[config.mk]
export PLATFORM = sky130hd
export DESIGN_NAME = gpio_bank
export DESIGN_NICKNAME = d
export VERILOG_FILES = /design/src/rtl/gpio_pkg.sv /design/src/rtl/gpio_sync.sv /design/src/rtl/gpio_trig_detect.sv /design/src/rtl/gpio_bank.sv
export SDC_FILE = /design/constraint.sdc
export NUM_CORES = 1
export LEC_CHECK = 0
export ABC_AREA = 1
export BUFFER_PORTS_ARGS = -buffer_cell sky130_fd_sc_hd__buf_2
export CAP_MARGIN = 20
export CORE_UTILIZATION = 45
export CTS_CLUSTER_DIAMETER = 200
export DETAILED_ROUTE_END_ITERATION = 7
export PLACE_DENSITY = 0.65
export SKIP_CTS_REPAIR_TIMING = 1
export SYNTH_ARGS = -nofsm -noshare
export SYNTH_HDL_FRONTEND = slang
export SYNTH_HIERARCHICAL = 1
export SYNTH_SLANG_ARGS = --single-unit
[constraint.sdc]
create_clock -name clk -period 0.9 [get_ports clk]
set_input_delay 0.045 -clock clk [delete_from_list [all_inputs] [get_ports clk]]
set_output_delay 0.045 -clock clk [all_outputs]
set_load 0.03 [all_outputs]
[src/rtl/gpio_pkg.sv]
`timescale 1ns/1ps
package gpio_pkg;
    localparam int ADDR_W = 4;

    typedef enum logic [ADDR_W-1:0] {
        RA_DOUT  = 4'd0,
        RA_DIR   = 4'd1,
        RA_PIN   = 4'd2,
        RA_KIND  = 4'd3,
        RA_EDGE  = 4'd4,
        RA_LEVEL = 4'd5,
        RA_MASK  = 4'd6,
        RA_STAT  = 4'd7,
        RA_SLEEP = 4'd8,
        RA_FAULT = 4'd9,
        RA_ALT   = 4'd10
    } reg_addr_e;
endpackage

[src/rtl/gpio_sync.sv]
`timescale 1ns/1ps
module gpio_sync #(
    parameter int W      = 16,
    parameter int STAGES = 2
) (
    input  logic         clk,
    input  logic         rst_n,
    input  logic [W-1:0] raw,
    output logic [W-1:0] synced
);
    logic [STAGES-1:0][W-1:0] chain_d, chain_q;

    always_comb begin
        chain_d[0] = raw;
        for (int s = 1; s < STAGES; s++) begin
            chain_d[s] = chain_q[s-1];
        end
    end

    always_ff @(posedge clk or negedge rst_n) begin
        if (!rst_n) chain_q <= '0;
        else        chain_q <= chain_d;
    end

    assign synced = chain_q[STAGES-1];
endmodule

[src/rtl/gpio_trig_detect.sv]
`timescale 1ns/1ps
module gpio_trig_detect #(
    parameter int W = 16
) (
    input  logic         clk,
    input  logic         rst_n,
    input  logic [W-1:0] samp,
    input  logic [W-1:0] kind_edge,
    input  logic [W-1:0] edge_rise,
    input  logic [W-1:0] lvl_high,
    input  logic [W-1:0] blocked,
    output logic [W-1:0] hit
);
    logic [W-1:0] prev_d, prev_q;

    always_comb prev_d = samp;

    always_ff @(posedge clk or negedge rst_n) begin
        if (!rst_n) prev_q <= '0;
        else        prev_q <= prev_d;
    end

    for (genvar i = 0; i < W; i++) begin : g_pin
        logic rose, fell, edge_hit, lvl_hit;
        assign rose     = samp[i] & ~prev_q[i];
        assign fell     = ~samp[i] & prev_q[i];
        assign edge_hit = edge_rise[i] ? rose : fell;
        assign lvl_hit  = lvl_high[i] ? samp[i] : ~samp[i];
        assign hit[i]   = ~blocked[i] & (kind_edge[i] ? edge_hit : lvl_hit);
    end
endmodule

[src/rtl/gpio_bank.sv]
`timescale 1ns/1ps
module gpio_bank
    import gpio_pkg::*;
#(
    parameter int W       = 16,
    parameter int STAGES  = 2
) (
    input  logic              clk,
    input  logic              rst_n,
    input  logic              bus_sel,
    input  logic              bus_we,
    input  logic [ADDR_W-1:0] bus_addr,
    input  logic [W-1:0]      bus_wdata,
    output logic [W-1:0]      bus_rdata,
    input  logic [W-1:0]      pins_in,
    output logic [W-1:0]      pins_out,
    output logic [W-1:0]      pins_oe,
    output logic              irq
);
    typedef struct packed {
        logic [W-1:0] dout;
        logic [W-1:0] dir;
        logic [W-1:0] kind;
        logic [W-1:0] edgep;
        logic [W-1:0] lvl;
        logic [W-1:0] mask;
        logic [W-1:0] stat;
        logic [W-1:0] sleep;
        logic [W-1:0] fault;
        logic [W-1:0] alt;
    } bank_regs_t;

    bank_regs_t   r_d, r_q;
    logic [W-1:0] pin_now;
    logic [W-1:0] ev_hit;
    logic         wr_en;
    logic [W-1:0] stat_vis, mask_vis;

    gpio_sync #(.W(W), .STAGES(STAGES)) u_sync (
        .clk    (clk),
        .rst_n  (rst_n),
        .raw    (pins_in),
        .synced (pin_now)
    );

    gpio_trig_detect #(.W(W)) u_det (
        .clk       (clk),
        .rst_n     (rst_n),
        .samp      (pin_now),
        .kind_edge (r_q.kind),
        .edge_rise (r_q.edgep),
        .lvl_high  (r_q.lvl),
        .blocked   (r_q.mask),
        .hit       (ev_hit)
    );

    assign wr_en = bus_sel & bus_we;

    always_comb begin
        r_d = r_q;
        if (wr_en) begin
            case (bus_addr)
                RA_DOUT:  r_d.dout  = bus_wdata;
                RA_DIR:   r_d.dir   = bus_wdata;
                RA_KIND:  r_d.kind  = bus_wdata;
                RA_EDGE:  r_d.edgep = bus_wdata;
                RA_LEVEL: r_d.lvl   = bus_wdata;
                RA_MASK:  r_d.mask  = bus_wdata;
                RA_STAT:  r_d.stat  = r_q.stat & bus_wdata;
                RA_SLEEP: r_d.sleep = bus_wdata;
                RA_FAULT: r_d.fault = bus_wdata;
                RA_ALT:   r_d.alt   = bus_wdata;
                default:  ;
            endcase
        end
        // a fresh event always overrides a clearing write
        r_d.stat = r_d.stat | ev_hit;
    end

    always_ff @(posedge clk or negedge rst_n) begin
        if (!rst_n) begin
            r_q      <= '0;
            r_q.mask <= '1;
        end else begin
            r_q <= r_d;
        end
    end

    always_comb begin
        bus_rdata = '0;
        if (bus_sel) begin
            case (bus_addr)
                RA_DOUT:  bus_rdata = r_q.dout;
                RA_DIR:   bus_rdata = r_q.dir;
                RA_PIN:   bus_rdata = pin_now;
                RA_KIND:  bus_rdata = r_q.kind;
                RA_EDGE:  bus_rdata = r_q.edgep;
                RA_LEVEL: bus_rdata = r_q.lvl;
                RA_MASK:  bus_rdata = r_q.mask;
                RA_STAT:  bus_rdata = r_q.stat;
                RA_SLEEP: bus_rdata = r_q.sleep;
                RA_FAULT: bus_rdata = r_q.fault;
                RA_ALT:   bus_rdata = r_q.alt;
                default:  bus_rdata = '0;
            endcase
        end
    end

    assign pins_out = r_q.dout;
    assign pins_oe  = r_q.dir;
    assign irq      = |(r_q.stat & ~r_q.mask);
    assign stat_vis = r_q.stat;
    assign mask_vis = r_q.mask;
endmodule

==> metrics.md <==
| Metric | Value |
|---|---|
| Height of the die | `152 um` |
| Post-Synthesis Cell Area | `0.0101 sq mm` |
| Peak supply drop | `1.40 mV` |
| Setup TNS | `-26.26 ns` |
| Post-layout min period | `1.86 ns` |
| Worst Max-Slew Pin Slew | `0.385 ns` |
| Routed len/inst | `16.5 um` |
| Antenna viol nets, final | `0` |
| Register area | `0.00523 sq mm` |
| Seq/Total Area, Yosys | `51.9%` |
| Pins Over Slew Limit | `0` |
| Crit. End Element | `primary output` |
| Multi-input logic area | `0.00420 sq mm` |
| Net count after synthesis | `1,379` |
| Seq cells post-synth | `208` |
| Post-route cell area | `0.0147 sq mm` |
| Num rows | `54` |
| RePlAce Congestion | `0.868` |
| Die span in x | `152 um` |
| Total leakage power | `7.54 nW` |
| Worst setup SP type | `register` |
| Final Non-Filler Cells | `1,910` |
| Root Buffer | `clkbuf_16` |
| Number of I/O port buffers | `88` |
| Vias | `9,739` |
| Initial antenna violation count | `0` |
| Pint | `21.6 mW` |
| IO Pins | `89` |
| Max Fclk | `536 MHz` |
| Setup WS pre-CTS | `-0.538 ns` |
| Clock sink total | `208` |
| N_diodes | `0` |
| Synth Instances | `1,339` |
| Final setup vio count | `66` |
| Vias in the first global route | `9,074` |
| Worst hold slack | `-0.00817 ns` |
| Nets | `1,652` |
| # placed instances | `1,823` |
| Psw | `8.70 mW` |
| Clock share of power | `37.0%` |
| Max_slew headroom | `74.3%` |
| Drt drc | `0` |
| Worst min path class | `primary input to asynchronous set/reset pin` |
| CTS tree | `built` |
| Seq pwr share | `38.7%` |
| Number of max-cap violations | `0` |
| Crit path arrival time | `1.82 ns` |
| Global route total overflow | `0` |
| Failing checks | `negative hold slack, negative setup slack` |
| Final worst setup slack | `-0.964 ns` |
| Commonest non-fill, non-tap cell in the layout | `nand2_1` |
| Area of the core | `0.0219 sq mm` |
| Pwr Density | `2070 mW/mm^2` |
| Commonest cells after routing, fill and taps aside | `nand2_1, dfrtp_1, inv_1` |
| Area growth, synth to finish | `45.6%` |
| Vias/cell | `5.10` |
| CTS Buf Count | `24` |
| Largest net degree at the start of global routing | `40` |
| Clock Latency Late Sink | `0.51 ns` |
| Avg Cell Area, Syn | `7.52 sq um` |
| CP required | `0.85 ns` |
| 1st-iter DRT viols | `677` |
| Placed wire-length estimate | `21.2 mm` |
| Share of cells above drive strength 1 | `30.1%` |
| Clk slew on worst S/H paths | `0.06 ns` |
| H-tree depth | `1` |
| DIE AREA | `0.0230 sq mm` |
| Starting Density | `46.0%` |
| Routed WL | `31.5 mm` |
| Filler instances | `1,796` |
| First-pass GRT wire length | `47.8 mm` |
| Crit Path Class | `register to primary output` |
| Yosys cell types | `18` |
| Sw Share | `28.7%` |
| Number of synthesis warnings | `6` |
| Placed Area | `0.0125 sq mm` |
| Status | `finished, violations left` |
| Crit Path Max Fanout | `2` |
| Worst Skew | `0.00532 ns` |
| RSZ-0062 raised after global routing | `true` |
| Max clock buf depth | `3` |
| Total global routing track utilization | `27.1%` |
| Final Hold Fails | `5` |
| TritonRoute pass-1 iters | `5` |
| Combinational Power Share | `24.3%` |
| Crit share post-route | `207%` |
| Worst reg2reg setup slack | `-0.36 ns` |
-- worst max-delay path: stages (launching register included) --
cell	delay, ns
dfstp_2	0.56
o22ai_2	0.07
nor2_1	0.15
buf_4	0.15
nand4_1	0.17
buf_6	0.20
-- metal layers --
layer / GRT usage, % / wire (um)
met5: 0 / 0
met4: 8.12 / 829
met3: 3.26 / 1820
met2: 42.3 / 14500
met1: 39.6 / 14400
-- state kept, by name, indices dropped and copies added (netlist names) --
name            count
r_q                96
mask_vis           16
pins_oe            16
pins_out           16
stat_vis           16
u_det/prev_q       16
u_sync/chain_d     16
u_sync/synced      16
-- power by group through the flow --
stage / registers [mW] / logic (mW) / clock network, mW
after floorplan: 11.7 / 3.37 / 0
after global placement: 11.7 / 5.96 / 0
after detailed placement: 11.7 / 6.11 / 0
after CTS: 11.6 / 6.15 / 11.3
after global routing: 11.9 / 8.05 / 11.7
final: 11.7 / 7.37 / 11.2
-- stage by stage --
| stage | utilization [%] | total power [mW] |
|---|---|---|
| after floorplan | - | 15.1 |
| after global placement | 57.0 | 17.7 |
| after detailed placement | 57.0 | 17.8 |
| after CTS | 61.2 | 29.1 |
| after global routing | 67.0 | 31.7 |
| final | 67.0 | 30.3 |
-- synth_stat cells --
library cell / number / area (sq um)
nand2_1: 399 / 1500
dfrtp_1: 192 / 4800
inv_1: 167 / 627
nand3_1: 152 / 761
nor2_1: 144 / 541
o21ai_0: 128 / 641
clkbuf_1: 42 / 158
buf_4: 33 / 248
o21ai_1: 23 / 115
dfstp_2: 16 / 420
buf_2: 12 / 60.1
o21bai_1: 10 / 75.1
nor2_2: 7 / 43.8
o22ai_1: 7 / 43.8
inv_2: 4 / 15.0
clkinv_2: 1 / 5.00
nand3_2: 1 / 10.0
nand4_1: 1 / 6.26
-- cell type report --
class	instances	area share [%]
multi-input combinational	872	28.6
clock buffer	34	4.91
inverter	172	4.50
sequential	208	35.6
timing repair buffer	334	22.5
clock inverter	10	1.39
tap	280	2.39
-- worst paths after layout --
| kind | cells past startpoint | end | from |
|---|---|---|---|
| min in group clk | 2 | u_sync/chain_d[29] | pins_in[13] |
| min reg2reg | 0 | u_sync/synced[3] | u_sync/chain_d[19] |
| min | 2 | u_sync/synced[3] | rst_n |
| max reg2reg | 7 | stat_vis[14] | u_sync/synced[14] |
| max | 5 | irq | mask_vis[11] |
| max in group asynchronous | 3 | mask_vis[15] | rst_n |
-- cell families (layout without fill, tap and decap cells) --
family                 count (synthesis)  in the layout  synth area share [%]
buffers and inverters                259            550                  11.0
flip-flops                           208            208                  51.9
AO/OA/AOI/OAI                        168            168                  8.68
AND/OR/NAND/NOR                      704            704                  28.4
(Power assumes the default switching activity.)
